## config.mk

```make
export PLATFORM = sky130hd
export DESIGN_NAME = sermem_spi_slave
export DESIGN_NICKNAME = d
export VERILOG_FILES = /design/src/rtl/sermem_pkg.sv /design/src/rtl/sermem_sync.sv /design/src/rtl/sermem_engine.sv /design/src/rtl/sermem_spi_slave.sv
export SDC_FILE = /design/constraint.sdc
export NUM_CORES = 1
export LEC_CHECK = 0
export BUFFER_PORTS_ARGS = -buffer_cell sky130_fd_sc_hd__buf_2
export CAP_MARGIN = 40
export CORE_ASPECT_RATIO = 1.25
export CORE_MARGIN = 2
export CORE_UTILIZATION = 55
export CTS_BUF_LIST = sky130_fd_sc_hd__clkbuf_16
export DETAILED_ROUTE_END_ITERATION = 8
export PLACE_DENSITY = 0.78
export RECOVER_POWER = 25
export SETUP_SLACK_MARGIN = 0.5
export SLEW_MARGIN = 5
export SYNTH_ARGS = -nofsm -noshare
export SYNTH_HDL_FRONTEND = slang
export SYNTH_SLANG_ARGS = --single-unit
```

## constraint.sdc

```tcl
create_clock -name clk -period 3.4 [get_ports clk]
set_clock_uncertainty 0.15 [all_clocks]
set_input_delay 0.51 -clock clk [delete_from_list [all_inputs] [get_ports clk]]
set_output_delay 0.51 -clock clk [all_outputs]
set_load 0.1 [all_outputs]
```

## src/rtl/sermem_pkg.sv

```systemverilog
package sermem_pkg;

    localparam logic [7:0] OP_LATCH_ON  = 8'h06;
    localparam logic [7:0] OP_LATCH_OFF = 8'h04;
    localparam logic [7:0] OP_STAT_RD   = 8'h05;
    localparam logic [7:0] OP_STAT_WR   = 8'h01;
    localparam logic [7:0] OP_MEM_RD    = 8'h03;
    localparam logic [7:0] OP_MEM_WR    = 8'h02;

    typedef enum logic [2:0] {
        ST_IDLE,
        ST_CMD,
        ST_ADDR,
        ST_WDATA,
        ST_RDATA,
        ST_SRWR,
        ST_SRRD,
        ST_SKIP
    } ser_state_e;

    typedef enum logic [1:0] {
        LATCH_NONE,
        LATCH_SET,
        LATCH_CLR
    } latch_req_e;

endpackage

```

## src/rtl/sermem_sync.sv

```systemverilog
module sermem_sync #(
    parameter int                 WIDTH     = 3,
    parameter int                 STAGES    = 2,
    parameter logic [WIDTH-1:0]   RESET_VAL = '0
) (
    input  logic             clk,
    input  logic             rst_n,
    input  logic [WIDTH-1:0] async_in,
    output logic [WIDTH-1:0] sync_out
);

    for (genvar b = 0; b < WIDTH; b++) begin : g_bit
        logic [STAGES-1:0] chain_q;

        always_ff @(posedge clk or negedge rst_n) begin
            if (!rst_n) begin
                chain_q <= {STAGES{RESET_VAL[b]}};
            end else begin
                chain_q <= {chain_q[STAGES-2:0], async_in[b]};
            end
        end

        assign sync_out[b] = chain_q[STAGES-1];
    end

endmodule

```

## src/rtl/sermem_engine.sv

```systemverilog
module sermem_engine
    import sermem_pkg::*;
#(
    parameter int ADDR_W     = 13,
    parameter int ADDR_BYTES = 2
) (
    input  logic              clk,
    input  logic              rst_n,
    input  logic              cs_lvl,
    input  logic              sck_lvl,
    input  logic              mosi_lvl,
    output logic              miso,
    output logic              miso_oe,
    output logic [ADDR_W-1:0] mem_addr,
    output logic [7:0]        mem_wdata,
    output logic              mem_we,
    input  logic [7:0]        mem_rdata,
    input  logic              wr_allow,
    input  logic [7:0]        status_in,
    output logic              sr_we,
    output logic [7:0]        sr_wdata,
    output logic              wel_set,
    output logic              wel_clr
);

    localparam int ACNT_W = (ADDR_BYTES > 1) ? $clog2(ADDR_BYTES) : 1;
    localparam logic [ACNT_W-1:0] ABYTE_LAST = ACNT_W'(ADDR_BYTES - 1);

    typedef struct packed {
        ser_state_e        st;
        logic [2:0]        bitn;
        logic [7:0]        shin;
        logic [7:0]        shout;
        logic [ADDR_W-1:0] addr;
        logic [ACNT_W-1:0] abyte;
        logic              is_rd;
        logic              step;
        logic [7:0]        wbyte;
        latch_req_e        latch;
        logic              srwe;
        logic [7:0]        srdata;
        logic              wset;
        logic              wclr;
        logic              oe;
        logic              sck_p;
    } eng_state_t;

    eng_state_t q, d;

    logic       sck_rise;
    logic       last_bit;
    logic [7:0] byte_in;

    assign sck_rise = sck_lvl & ~q.sck_p;
    assign last_bit = (q.bitn == 3'd7);
    assign byte_in  = {q.shin[6:0], mosi_lvl};

    always_comb begin
        d       = q;
        d.sck_p = sck_lvl;
        d.srwe  = 1'b0;
        d.wset  = 1'b0;
        d.wclr  = 1'b0;
        d.step  = 1'b0;
        d.oe    = 1'b1;

        // commit or fetch one byte, then move to the next address
        if (q.step) begin
            d.addr = q.addr + 1'b1;
            if (q.st == ST_RDATA) begin
                d.shout = mem_rdata;
            end
        end

        if (cs_lvl) begin
            d.st    = ST_IDLE;
            d.bitn  = '0;
            d.shout = '0;
            if (q.st != ST_IDLE) begin
                d.wset = (q.latch == LATCH_SET);
                d.wclr = (q.latch == LATCH_CLR);
            end
            d.latch = LATCH_NONE;
        end else if (q.st == ST_IDLE) begin
            d.st    = ST_CMD;
            d.bitn  = '0;
            d.shout = '0;
        end else if (sck_rise) begin
            d.bitn = q.bitn + 1'b1;
            d.shin = byte_in;
            if ((q.st == ST_RDATA || q.st == ST_SRRD) && !last_bit) begin
                d.shout = {q.shout[6:0], 1'b0};
            end
            case (q.st)
                ST_CMD: begin
                    if (last_bit) begin
                        d.abyte = '0;
                        case (byte_in)
                            OP_LATCH_ON: begin
                                d.st    = ST_SKIP;
                                d.latch = LATCH_SET;
                            end
                            OP_LATCH_OFF: begin
                                d.st    = ST_SKIP;
                                d.latch = LATCH_CLR;
                            end
                            OP_STAT_RD: begin
                                d.st    = ST_SRRD;
                                d.shout = status_in;
                            end
                            OP_STAT_WR: begin
                                d.st    = ST_SRWR;
                                d.latch = LATCH_CLR;
                            end
                            OP_MEM_RD: begin
                                d.st    = ST_ADDR;
                                d.is_rd = 1'b1;
                            end
                            OP_MEM_WR: begin
                                d.st    = ST_ADDR;
                                d.is_rd = 1'b0;
                                d.latch = LATCH_CLR;
                            end
                            default: d.st = ST_SKIP;
                        endcase
                    end
                end
                ST_ADDR: begin
                    d.addr = {q.addr[ADDR_W-2:0], mosi_lvl};
                    if (last_bit) begin
                        if (q.abyte == ABYTE_LAST) begin
                            d.st   = q.is_rd ? ST_RDATA : ST_WDATA;
                            d.step = q.is_rd;
                        end else begin
                            d.abyte = q.abyte + 1'b1;
                        end
                    end
                end
                ST_WDATA: begin
                    if (last_bit) begin
                        d.wbyte = byte_in;
                        d.step  = 1'b1;
                    end
                end
                ST_RDATA: begin
                    if (last_bit) begin
                        d.step = 1'b1;
                    end
                end
                ST_SRRD: begin
                    if (last_bit) begin
                        d.shout = status_in;
                    end
                end
                ST_SRWR: begin
                    if (last_bit) begin
                        d.srwe   = 1'b1;
                        d.srdata = byte_in;
                        d.st     = ST_SKIP;
                    end
                end
                default: ;
            endcase
        end
    end

    always_ff @(posedge clk or negedge rst_n) begin
        if (!rst_n) begin
            q <= '0;
        end else begin
            q <= d;
        end
    end

    assign miso      = q.shout[7];
    assign miso_oe   = q.oe;
    assign mem_addr  = q.addr;
    assign mem_wdata = q.wbyte;
    assign mem_we    = q.step & (q.st == ST_WDATA) & wr_allow;
    assign sr_we     = q.srwe;
    assign sr_wdata  = q.srdata;
    assign wel_set   = q.wset;
    assign wel_clr   = q.wclr;

endmodule

```

## src/rtl/sermem_spi_slave.sv

```systemverilog
module sermem_spi_slave #(
    parameter int ADDR_W      = 13,
    parameter int ADDR_BYTES  = 2,
    parameter int SYNC_STAGES = 2
) (
    input  logic              clk,
    input  logic              rst_n,
    input  logic              cs_n,
    input  logic              sck,
    input  logic              mosi,
    output logic              miso,
    output logic              miso_oe,
    output logic [ADDR_W-1:0] mem_addr,
    output logic [7:0]        mem_wdata,
    output logic              mem_we,
    input  logic [7:0]        mem_rdata,
    input  logic              wr_allow,
    input  logic [7:0]        status_in,
    output logic              sr_we,
    output logic [7:0]        sr_wdata,
    output logic              wel_set,
    output logic              wel_clr
);

    localparam int PIN_N = 3;

    logic [PIN_N-1:0] pins_s;

    sermem_sync #(
        .WIDTH     (PIN_N),
        .STAGES    (SYNC_STAGES),
        .RESET_VAL (3'b100)
    ) u_sync (
        .clk      (clk),
        .rst_n    (rst_n),
        .async_in ({cs_n, sck, mosi}),
        .sync_out (pins_s)
    );

    sermem_engine #(
        .ADDR_W     (ADDR_W),
        .ADDR_BYTES (ADDR_BYTES)
    ) u_engine (
        .clk       (clk),
        .rst_n     (rst_n),
        .cs_lvl    (pins_s[2]),
        .sck_lvl   (pins_s[1]),
        .mosi_lvl  (pins_s[0]),
        .miso      (miso),
        .miso_oe   (miso_oe),
        .mem_addr  (mem_addr),
        .mem_wdata (mem_wdata),
        .mem_we    (mem_we),
        .mem_rdata (mem_rdata),
        .wr_allow  (wr_allow),
        .status_in (status_in),
        .sr_we     (sr_we),
        .sr_wdata  (sr_wdata),
        .wel_set   (wel_set),
        .wel_clr   (wel_clr)
    );

endmodule

```

After elaboration in Yosys (flattened, before gate mapping)
Cells that the tools add are included.
- flip-flop bits (word level): 67
- input bits: 22
- output and inout port bits: 35
- logic and storage cells: 115
- add/sub/neg operators: 3
- equal/unequal tests: 22
- muxes and demuxes: 43
- bitwise gates (word level): 6
- reductions and logical operators: 22
- operators with widths (operator ; count):
    8-bit 2-to-1 mux ; 8
    57-bit 2-to-1 mux ; 1
    9-bit 2-to-1 mux ; 4
    35-bit 2-to-1 mux ; 1
    8-bit by 3-bit == test with 1-bit output (second input constant) ; 3
    24-bit 2-to-1 mux ; 1
    21-bit 2-to-1 mux ; 1
    3-bit case mux with 3 select lines ; 2
    6-bit AND reduction ; 3
    8-bit by 2-bit == test with 1-bit output (second input constant) ; 2
    4-bit by 2-bit != test with 1-bit output (second input constant) ; 4
    8-bit case mux with 2 select lines ; 1
    3-bit 2-to-1 mux ; 5
    5-bit AND reduction ; 3
    13-bit by 1-bit adder with 13-bit output (second input constant) ; 1
    13-bit 2-to-1 mux ; 1
    3-bit == test (second input constant) ; 4
    2-bit 2-to-1 mux ; 6
    6-bit 2-to-1 mux ; 2
    2-bit nonzero test ; 5
    3-bit nonzero test ; 3
    8-bit by 1-bit == test with 1-bit output (second input constant) ; 1
    3-bit by 2-bit == test with 1-bit output (second input constant) ; 2
    1-bit 2-to-1 mux ; 6
    other kinds (20) ; 26

Logic depth before layout (Yosys ltp)
Gate-level depths: netlist of run 1.
- word-level depth: 10
- gate-level depth with buffers: 8
- mapped depth without buffers: 7

Cells and area by module
Synthesis of run 1 repeated with hierarchy kept, for this count alone.
- cells, all modules: 355
- area, all modules: 3592.2 um^2
- by module, submodules not included (module ; instances ; cells each ; area each (um^2) ; sequential area each (um^2)):
    sermem_engine ; 1 ; 346 ; 3417.0 ; 1501.4
    sermem_sync ; 1 ; 9 ; 175.2 ; 152.6

Worst setup path before layout of run 1
OpenSTA, ideal clock, no wires.
- path kind: flip-flop to output port
- start point: reg u_engine.q[58] (netlist bit)
- end point: out mem_we
- data arrival time: 2.105 ns
- required time: 2.740 ns
- slack: 0.635 ns
- stages on the path, launching flop included: 5
- path buffers: 2
- path through: dfrtp_1 -> clkbuf_2 -> clkbuf_1 -> nand3_1 -> nor2_1
- longest elaborated chain between the ends: 3
- ends and longest elaborated chain (element ; RTL line ; source):
    from (decl) ; sermem_engine.sv:48 ; eng_state_t q, d;
    from (signal assigned) ; sermem_engine.sv:169 ; q <= '0;
    from (signal assigned) ; sermem_engine.sv:171 ; q <= d;
    3-bit by 2-bit == test with 1-bit output ; sermem_engine.sv:179 ; assign mem_we = q.step & (q.st == ST_WDATA) & wr_allow;
    1-bit bitwise AND (2 in a row) ; sermem_engine.sv:179 ;
    to (decl) ; sermem_spi_slave.sv:15 ; output logic mem_we,
No other way between the ends.

==> impl_metrics.env, run 1 <==
export IMPL_hp_start="cs_n"
export IMPL_setup_viol_count_final=0
export IMPL_cp_end_kind="flip-flop"
export IMPL_grt_util_all_layers_pct=23.3
export IMPL_yosysTopAreaCellShare_pct=43.4
export IMPL_final_max_slew_viol_count=67
export IMPL_synth_top_family_by_area="simple AND/OR/NAND/NOR gates"
export IMPL_syn_nets=401
export IMPL_fp_dieW_um=77.2
export IMPL_yosysUniqueCellTypes=56
export IMPL_hold_viol_final=0
export IMPL_antenna_cells=0
export IMPL_cts_tree="yes"
export IMPL_wl_per_cell_um=16.2
export IMPL_maxCapViolCount=1
export IMPL_min_path_type="in2reg"
export IMPL_clk_pin_slew_ns=0.06
export IMPL_cp_start_kind="flip-flop"
export IMPL_start_util_pct=56.5
export IMPL_syn_inst=376
export IMPL_synth_area_leaders="dfrtp_1 (43%), buf_4 (6.1%), mux2_2 (5.8%)"
export IMPL_core_area_sq_mm=0.00652
export IMPL_final_area_sq_mm=0.00414
export IMPL_postCtsHoldBufs=0
export IMPL_rsz0062_at_grt="false"
export IMPL_cts_buffers_inserted=9
export IMPL_wl_um=7930
export IMPL_crit_fanout=12
export IMPL_drt_first_pass_iters=4
export IMPL_final_nets=423
export IMPL_cellPowerDensity_mw_per_mm2=535
export IMPL_layout_setup_ws_ns=0.746
export IMPL_htree_levels=3
export IMPL_nFillCells=568
export IMPL_io_pins=57
export IMPL_gp_congestion=0.869
export IMPL_yosysWarnings=0
export IMPL_clock_latency_ns=0.33
export IMPL_syn_avg_cell_area_sq_um=9.81
export IMPL_first_iter_violations=248
export IMPL_vias=2901
export IMPL_die_area_sq_mm=0.00738
export IMPL_multi_input_area_sq_mm=0.00168
export IMPL_netSwitchingPower_uw=581
export IMPL_synthAdderAreaFrac_pct=1.02
export IMPL_seqPwrFrac_pct=39.8
export IMPL_yosys_area_share_simple_pct=19.5
export IMPL_final_common_cell="dfrtp_1"
export IMPL_p_leak_uw=0.00191
export IMPL_synthArstFlopShare_pct=100
export IMPL_ant_nets=0
export IMPL_pwr_share_comb_pct=11.2
export IMPL_path_class="reg2reg"
export IMPL_synth_xor_area_share_pct=1.43
export IMPL_period_needed_ns=2.65
export IMPL_internal_power_uw=1630
export IMPL_drc=0
export IMPL_synth_ff_type="dfrtp_1"
export IMPL_port_buffers=56
export IMPL_synth_edf_count=0
export IMPL_seq_area_frac_synth_pct=44.9
export IMPL_crit_start="u_engine.q[55]$_DFFE_PN0P_"
export IMPL_grt_overflow_total=0
export IMPL_seq_area_sq_mm=0.00166
export IMPL_mostFrequentLayoutCells="dfrtp_1 (63), buf_2 (56), nand2_1 (51), nor2_1 (26)"
export IMPL_power_share_clock_pct=48.9
export IMPL_root_buffer="clkbuf_16"
export IMPL_switching_share_pct=26.2
export IMPL_reg2reg_from="u_engine.q[55]$_DFFE_PN0P_"
export IMPL_rows=33
export IMPL_synth_compound_area_share_pct=12.6
export IMPL_area_delta_synth_final_pct=12.2
export IMPL_cp_required_ns=3.47
export IMPL_violations="capacitance limit, slew limit"
export IMPL_grt_pass1_vias=2776
export IMPL_grt_max_degree=67
export IMPL_tns_ns=0
export IMPL_netlist_area_sq_mm=0.00369
export IMPL_placed_area_sq_mm=0.00379
export IMPL_post_route_period_util_pct=78.1
export IMPL_fmax_ghz=0.377
export IMPL_arrival_ns=2.73
export IMPL_p_total_uw=2220
export IMPL_status="finished with violations"
export IMPL_grt_pass1_wl_um=13300
export IMPL_yosysTopAreaCell="dfrtp_1"
export IMPL_hold_worst_slack_ns=0.128
export IMPL_antenna_found_initial=0
export IMPL_via_per_inst=5.92
export IMPL_die_height_um=95.5
export IMPL_synthMuxAreaShare_pct=10.8
export IMPL_peakVddDrop_mv=0.365
export IMPL_worstMarginPinSlew_ns=1.59
export IMPL_cts_buffer_depth=2
export IMPL_cts_sink_count=66
export IMPL_drive_gt1_share_pct=28.0
export IMPL_maxSlewHeadroom_pct=-6.31
export IMPL_hpwl_um=5210
export IMPL_dpl_worst_slack_ns=0.800
export IMPL_ys_ff_latch=66
-- registers in the layout (all words and copies together) (netlist names), 6 cells and up --
register              count
u_engine.byte_in          7
u_engine.q               19
u_sync.g_bit.chain_q      6
u_engine.mem_wdata        8
u_engine.sr_wdata         8
u_engine.mem_addr        13
-- area by class of cell --
cell class | count | area share (%)
Clock buffer | 9 | 5.44
Multi-Input combinational cell | 254 | 40.7
Inverter | 5 | 0.454
Timing Repair Buffer | 62 | 7.80
Sequential cell | 66 | 40.0
Clock inverter | 7 | 2.99
Tap cell | 87 | 2.63
-- cells in the mapped netlist, types with 4 or more instances --
library cell and number:
mux2_2 19, nand2_1 51, inv_1 5, nand3_1 14
nand2b_1 6, a221oi_1 6, buf_4 30, mux2i_1 17
buf_2 6, nor2_1 26, a21oi_1 19, or3_1 8
o22ai_1 8, nor3_1 7, nand4_1 4, o21ai_0 19
clkbuf_1 11, dfrtp_1 64
-- critical path: stages (launching register included) --
cell,delay [ns]
dfrtp_1,0.39
ha_1,0.21
ha_1,0.34
buf_4,0.24
a21oi_1,0.46
o22ai_1,0.17
or3_1,0.32
a221oi_1,0.26
-- timing repair --
item | 4_1_cts | 5_1_grt
resized for setup | 0 | 1
setup endpoints to repair | 0 | 1
setup buffers | 0 | 0
-- metrics by stage --
step	cells	util, %
final	490	63.4
after global routing	490	63.4
after CTS	490	63.4
after floorplan	376	-
after detailed placement	474	58.1
after global placement	474	58.1
-- metal layers --
layer  share of wire [%]  vias to the layer above  GRT usage [%]
met5                   0                        -              0
met2                  50                      107           39.1
li1                    -                     1351              -
met1                  43                     1431           29.2
met4                 1.5                        0           10.7
met3                 5.6                       12           4.55
-- power groups by stage --
stage	combinational, uW	clock, uW	sequential [uW]
2_1_floorplan	234	0	859
3_3_place_gp	240	0	892
3_5_place_dp	249	0	895
4_1_cts	250	1090	881
5_1_grt	276	1130	891
6_report	249	1080	882
-- worst paths after layout --
check                      slack (ns)                                    to  cells after the start
setup / recovery                 0.75              u_engine.q[43]$_DFF_PN0_                      7
setup reg to reg                 0.75              u_engine.q[43]$_DFF_PN0_                      7
hold / removal                   0.13  u_sync.g_bit[2].chain_q[0]$_DFF_PN1_                      1
hold reg to reg                  0.20  u_sync.g_bit[0].chain_q[1]$_DFF_PN0_                      0
min in group asynchronous        0.51              u_engine.sr_we$_DFF_PN0_                      2
max in group asynchronous        1.52            u_engine.q[60]$_DFFE_PN0P_                      2
-- logic make-up after synthesis --
kind of cell,count (synthesis)
other cells,1
mux,37
xor+xnor,6
simple gates,138
flops,66
buf+inv,56
compound gates,69
fa+ha+maj,3
Power figures use the tool's default switching activity.
==> run 2: changes to the inputs <==
==> constraint.sdc (replaced) <==
create_clock -name clk -period 2.8 [get_ports clk]
set_clock_uncertainty 0.15 [all_clocks]
set_input_delay 0.42 -clock clk [delete_from_list [all_inputs] [get_ports clk]]
set_output_delay 0.42 -clock clk [all_outputs]
set_load 0.1 [all_outputs]
==> impl_metrics.env, run 2 (synthesis gave the netlist of run 1 again) <==
export IMPL_status="completed"
export IMPL_switching_share_pct=26.7
export IMPL_seqPwrFrac_pct=43.4
export IMPL_post_route_period_util_pct=79.5
export IMPL_cp_top_family="simple AND/OR/NAND/NOR gates"
export IMPL_hold_viol_final=0
export IMPL_reg2reg_slack_ns=0.57
export IMPL_io_pins=57
export IMPL_worstMarginPinSlew_ns=1.47
export IMPL_hold_worst_slack_ns=0.0377
export IMPL_nFillCells=541
export IMPL_cpMaxStageDelayCell="dfrtp_1"
export IMPL_min_path_cells=1
export IMPL_maxSlewHeadroom_pct=1.94
export IMPL_critPathCapture="u_engine.q[43]$_DFF_PN0_"
export IMPL_drt_first_pass_iters=5
export IMPL_drc=0
export IMPL_clk_pin_slew_ns=0.05
export IMPL_hpwl_um=5360
export IMPL_maxCapViolCount=0
export IMPL_grt_max_degree=31
export IMPL_htree_levels=3
export IMPL_tns_ns=0
export IMPL_placed_area_sq_mm=0.00386
export IMPL_cts_tree="yes"
export IMPL_path_buf_inv=0
export IMPL_pwr_share_comb_pct=13.9
export IMPL_cpPeakStageDelay_ns=0.39
export IMPL_fmax_ghz=0.449
export IMPL_root_buffer="clkbuf_16"
export IMPL_final_nets=432
export IMPL_mostFrequentLayoutCells="dfrtp_1 (63), buf_2 (55), nand2_1 (51), nor2_1 (24)"
export IMPL_largest_reg_flops=19
export IMPL_rr_worst_depth=7
export IMPL_cts_buffers_inserted=9
export IMPL_clock_latency_ns=0.33
export IMPL_die_area_sq_mm=0.00738
export IMPL_regMostFlops="u_engine.q"
export IMPL_rsz0062_at_grt="true"
export IMPL_power_share_clock_pct=42.6
export IMPL_p_leak_uw=0.00194
export IMPL_final_common_cell="dfrtp_1"
export IMPL_cp_required_ns=2.87
export IMPL_cts_buffer_depth=2
export IMPL_fp_dieW_um=77.2
export IMPL_crit_cells=7
export IMPL_crit_fanout=13
export IMPL_final_max_slew_viol_count=0
export IMPL_seq_area_sq_mm=0.00166
export IMPL_cp_end_kind="flip-flop"
export IMPL_core_area_sq_mm=0.00652
export IMPL_start_util_pct=56.5
export IMPL_rows=33
export IMPL_setup_viol_count_final=0
export IMPL_utilization_pct=64.6
export IMPL_die_height_um=95.5
export IMPL_area_delta_synth_final_pct=14.4
export IMPL_grt_pass1_wl_um=13200
export IMPL_netSwitchingPower_uw=656
export IMPL_arrival_ns=2.29
export IMPL_grt_overflow_total=0
export IMPL_antenna_found_initial=0
export IMPL_path_cells="ha_1 > ha_4 > nand3b_1 > nor4_4 > or2_4 > or3_1 > a221oi_1"
export IMPL_antenna_cells=0
export IMPL_vias=2869
export IMPL_path_class="reg2reg"
export IMPL_drive_gt1_share_pct=30.8
export IMPL_via_per_inst=5.75
export IMPL_multi_input_area_sq_mm=0.00175
export IMPL_port_buffers=56
export IMPL_cp_start_kind="flip-flop"
export IMPL_cellPowerDensity_mw_per_mm2=582
export IMPL_peakVddDrop_mv=0.373
export IMPL_min_path_type="in2reg"
export IMPL_reg2reg_to="u_engine.q[43]$_DFF_PN0_"
export IMPL_final_area_sq_mm=0.00422
export IMPL_reg2reg_from="u_engine.q[55]$_DFFE_PN0P_"
export IMPL_grt_pass1_vias=2807
export IMPL_first_iter_violations=195
export IMPL_wl_per_cell_um=15.7
export IMPL_crit_start="u_engine.q[55]$_DFFE_PN0P_"
export IMPL_cts_sink_count=66
export IMPL_wl_um=7850
export IMPL_gp_congestion=0.935
export IMPL_grt_util_all_layers_pct=22.7
export IMPL_internal_power_uw=1800
export IMPL_period_needed_ns=2.23
export IMPL_ant_nets=0
run 2: changes by cell type in the layout (fill, tap and decap cells not counted), moves of 3 or more:
| cell | before | now |
|---|---|---|
| a221oi_2 | 0 | 3 |
| inv_1 | 5 | 8 |
| buf_4 | 5 | 13 |
| a221oi_1 | 6 | 3 |
run 2: repair_timing:
item / CTS / global route
setup buffers: 0 / 0
pin swaps: 0 / 1
hold buffers: 1 / 0
setup endpoints to repair: 8 / 20
hold endpoints to repair: 22 / 0
resized for setup: 2 / 12
run 2: power by group through the flow:
stage / Sequential (uW) / Combinational (uW) / Clock, uW
after CTS: 1060 / 321 / 1060
final: 1070 / 342 / 1050
after global placement: 1080 / 312 / 0
after global routing: 1080 / 376 / 1110
after detailed placement: 1080 / 317 / 0
after floorplan: 1040 / 284 / 0
run 2: metrics by stage:
step / setup slack (ns) / power (uW) / cells
finish: 0.575 / 2460 / 499
global route: 0.403 / 2570 / 499
CTS: 0.519 / 2440 / 499
detailed placement: 0.433 / 1400 / 482
global placement: 0.483 / 1390 / 482
floorplan: 0.565 / 1330 / 376
run 2: worst min path at each step:
stage | from | to | slack [ns]
after global routing | cs_n | u_sync.g_bit[2].chain_q[0]$_DFF_PN1_ | 0.03
after floorplan | rst_n | u_engine.byte_in[1]$_DFFE_PN0P_ | -0.03
after global placement | u_sync.g_bit[0].chain_q[0]$_DFF_PN0_ | u_sync.g_bit[0].chain_q[1]$_DFF_PN0_ | 0.18
final | cs_n | u_sync.g_bit[2].chain_q[0]$_DFF_PN1_ | 0.04
after CTS | cs_n | u_sync.g_bit[2].chain_q[0]$_DFF_PN1_ | 0.03
after detailed placement | u_sync.g_bit[0].chain_q[0]$_DFF_PN0_ | u_sync.g_bit[0].chain_q[1]$_DFF_PN0_ | 0.18
run 2: routing by layer:
layer	vias up	GRT usage, %	routed length [um]
met1	1370	29.3	3330
met5	-	0	0
li1	1363	-	-
met3	20	5.40	478
met2	116	37.0	3880
met4	0	9.82	159
run 2: final cells by class:
cell class / count / share of cell area [%]
Clock buffer: 9 / 5.34
Clock inverter: 7 / 1.28
Inverter: 5 / 0.445
Multi-Input combinational cell: 254 / 41.5
Sequential cell: 66 / 39.3
Tap cell: 87 / 2.58
Timing Repair Buffer: 71 / 9.64
==> run 3: changes to the inputs <==
--- a/config.mk
+++ b/config.mk
@@ -5,14 +5,15 @@
 export SDC_FILE = /design/constraint.sdc
 export NUM_CORES = 1
 export LEC_CHECK = 0
+export ABC_AREA = 1
 export BUFFER_PORTS_ARGS = -buffer_cell sky130_fd_sc_hd__buf_2
 export CAP_MARGIN = 40
 export CORE_ASPECT_RATIO = 1.25
 export CORE_MARGIN = 2
-export CORE_UTILIZATION = 55
+export CORE_UTILIZATION = 52
 export CTS_BUF_LIST = sky130_fd_sc_hd__clkbuf_16
 export DETAILED_ROUTE_END_ITERATION = 8
-export PLACE_DENSITY = 0.78
+export PLACE_DENSITY = 0.77
 export RECOVER_POWER = 25
 export SETUP_SLACK_MARGIN = 0.5
 export SLEW_MARGIN = 5
==> constraint.sdc (replaced) <==
create_clock -name clk -period 1.95 [get_ports clk]
set_clock_uncertainty 0.15 [all_clocks]
set_input_delay 0.2925 -clock clk [delete_from_list [all_inputs] [get_ports clk]]
set_output_delay 0.2925 -clock clk [all_outputs]
set_load 0.1 [all_outputs]
==> impl_metrics.env, run 3 <==
export IMPL_die_area_sq_mm=0.00796
export IMPL_maxCapViolCount=0
export IMPL_drt_first_pass_iters=5
export IMPL_cts_sink_count=66
export IMPL_clk_pin_slew_ns=0.06
export IMPL_seq_area_sq_mm=0.00167
export IMPL_dpl_worst_slack_ns=0.0734
export IMPL_ant_nets=0
export IMPL_die_height_um=99.2
export IMPL_maxSlewHeadroom_pct=65.6
export IMPL_cts_buffers_inserted=9
export IMPL_reg2reg_from="u_engine.q[55]$_DFFE_PN0P_"
export IMPL_setup_viol_count_final=1
export IMPL_layout_setup_ws_ns=-0.00266
export IMPL_post_route_period_util_pct=100
export IMPL_first_iter_violations=336
export IMPL_yosysWarnings=0
export IMPL_drive_gt1_share_pct=44.6
export IMPL_final_nets=635
export IMPL_wl_um=12900
export IMPL_via_per_inst=5.81
export IMPL_grt_pass1_wl_um=17300
export IMPL_largest_reg_flops=19
export IMPL_synth_ff_type="dfrtp_1"
export IMPL_syn_inst=502
export IMPL_area_delta_synth_final_pct=51.0
export IMPL_seq_area_frac_synth_pct=43.8
export IMPL_cts_buffer_depth=2
export IMPL_reg2reg_to="u_engine.q[45]$_DFF_PN0_"
export IMPL_wl_per_cell_um=18.4
export IMPL_clock_latency_ns=0.34
export IMPL_grt_max_degree=35
export IMPL_antenna_cells=0
export IMPL_regMostFlops="u_engine.q"
export IMPL_nFillCells=360
export IMPL_synth_area_leaders="dfrtp_1 (42%), nand2_1 (15%), buf_4 (5.8%)"
export IMPL_cp_start_kind="flip-flop"
export IMPL_stdcell_count=705
export IMPL_tns_ns=-0.00266
export IMPL_fp_dieW_um=80.2
export IMPL_cts_tree="yes"
export IMPL_crit_fanout=6
export IMPL_final_common_cell="nand2_1"
export IMPL_final_max_slew_viol_count=0
export IMPL_crit_start="u_engine.q[55]$_DFFE_PN0P_"
export IMPL_min_path_type="in2reg"
export IMPL_synthArstFlopShare_pct=100
export IMPL_root_buffer="clkbuf_16"
export IMPL_netlist_area_sq_mm=0.00377
export IMPL_hpwl_um=6550
export IMPL_placed_area_sq_mm=0.00420
export IMPL_violations="setup timing"
export IMPL_yosysUniqueCellTypes=37
export IMPL_core_area_sq_mm=0.00698
export IMPL_antenna_found_initial=0
export IMPL_p_total_uw=5550
export IMPL_p_leak_uw=0.00291
export IMPL_ys_ff_latch=66
export IMPL_rsz0062_at_grt="true"
export IMPL_yosysMostFrequentCell="nand2_1"
export IMPL_cp_required_ns=2.06
export IMPL_drc=0
export IMPL_hold_viol_final=0
export IMPL_port_buffers=56
export IMPL_gp_congestion=0.952
export IMPL_status="finished with violations"
export IMPL_path_class="reg2reg"
export IMPL_final_area_sq_mm=0.00570
export IMPL_mostFrequentLayoutCells="nand2_1 (127), buf_4 (68), dfrtp_1 (52), inv_1 (36), nor2_1 (32)"
export IMPL_peakVddDrop_mv=0.734
export IMPL_period_needed_ns=1.95
export IMPL_fmax_ghz=0.512
export IMPL_cellPowerDensity_mw_per_mm2=974
export IMPL_critPathCapture="u_engine.q[45]$_DFF_PN0_"
export IMPL_syn_nets=527
export IMPL_reg2reg_slack_ns=-0.003
export IMPL_placedCellCount=626
export IMPL_start_util_pct=54.1
export IMPL_vias=4094
export IMPL_grt_pass1_vias=3697
export IMPL_worstMarginPinSlew_ns=0.516
export IMPL_grt_overflow_total=0
export IMPL_htree_levels=3
export IMPL_cp_end_kind="flip-flop"
export IMPL_synth_common_cells="nand2_1 (153), dfrtp_1 (64), inv_1 (50), nor2_1 (48), nand3_1 (39)"
export IMPL_multi_input_area_sq_mm=0.00205
export IMPL_yosysTopAreaCellShare_pct=42.4
export IMPL_rr_worst_depth=10
export IMPL_synth_edf_count=0
export IMPL_io_pins=57
export IMPL_arrival_ns=2.06
export IMPL_syn_avg_cell_area_sq_um=7.52
export IMPL_rows=34
export IMPL_grt_util_all_layers_pct=27.9
export IMPL_yosysTopAreaCell="dfrtp_1"
## run 3: cell types whose count changed in the layout (fill, tap and decap cells not counted), moves of 14 or more
cell     before  now
inv_1         8   36
buf_4        13   68
a21oi_1      18    4
o21ai_1       0   24
mux2_2       19    1
nand2_1      51  127
buf_6         0   23
buf_2        55   21
mux2i_1      17    1
nand2_2       0   19
## run 3: worst min path at each step
| stage | startpoint | to | slack, ns | depth (start not counted) |
|---|---|---|---|---|
| CTS | status_in[0] | u_engine.q[39]$_DFF_PN0_ | 0.09 | 3 |
| global placement | rst_n | u_engine.q[25]$_DFFE_PN0P_ | 0.14 | 1 |
| finish | status_in[0] | u_engine.q[39]$_DFF_PN0_ | 0.08 | 3 |
| floorplan | rst_n | u_engine.byte_in[1]$_DFFE_PN0P_ | -0.15 | 0 |
| global route | status_in[0] | u_engine.q[39]$_DFF_PN0_ | 0.08 | 3 |
| detailed placement | rst_n | u_engine.q[59]$_DFFE_PN0P_ | 0.14 | 1 |
## run 3: area by class of cell
class                      instances  share of cell area, %
sequential                        66                   29.3
timing repair buffer             139                   23.5
inverter                          52                   3.89
clock buffer                       9                   3.95
clock inverter                     7                   1.34
tap                               90                   1.98
multi-input combinational        342                   36.0
## run 3: cell families after synthesis
group	count (synthesis)	share of synthesized area, %
other	1	0.0994
buffers and inverters	94	12.8
muxes	2	0.564
xor gates and xnor gates	8	1.86
and+or+nand+nor	269	30.7
adders and majority gates	3	0.995
DFF	66	43.8
AOI/OAI and AO/OA	59	9.15
## run 3: per-layer routing
metal  vias up  GRT usage (%)  part of all wire, %
met5         -              0                    0
met3        90           4.90                  8.3
met1      1920           32.4                   35
met2       291           50.0                   50
li1       1793              -                    -
met4         0           11.5                  6.2
## run 3: where the power goes
part | leakage [uW] | switching, uW | internal [uW] | total, uW
Clock | 0.000142 | 658 | 998 | 1660
Sequential | 0.000874 | 158 | 1500 | 1660
Combinational | 0.00189 | 1380 | 852 | 2240
Total | 0.00291 | 2200 | 3350 | 5550
## run 3: through the flow
| stage | hold WS [ns] | util [%] |
|---|---|---|
| floorplan | -0.153 | - |
| global placement | 0.139 | 60.2 |
| detailed placement | 0.142 | 60.2 |
| CTS | 0.0941 | 73.2 |
| global route | 0.0836 | 81.7 |
| finish | 0.0780 | 81.7 |
## run 3: critical path, cell delays in order, from the launching register on
cell	delay [ns]
dfrtp_1	0.39
ha_2	0.21
ha_4	0.20
nor3_4	0.20
buf_6	0.17
nand2_2	0.09
nand3_1	0.12
nand2_1	0.09
nand2_1	0.09
nor2_1	0.04
nor2_1	0.12
## run 3: what timing repair did
action,in CTS,in global routing
pin swaps,15,18
hold buffers,4,0
gates resized for setup,119,86
endpoints found under the setup margin,90,64
setup buffers,26,30
hold endpoints to repair,20,0
cloned,2,1
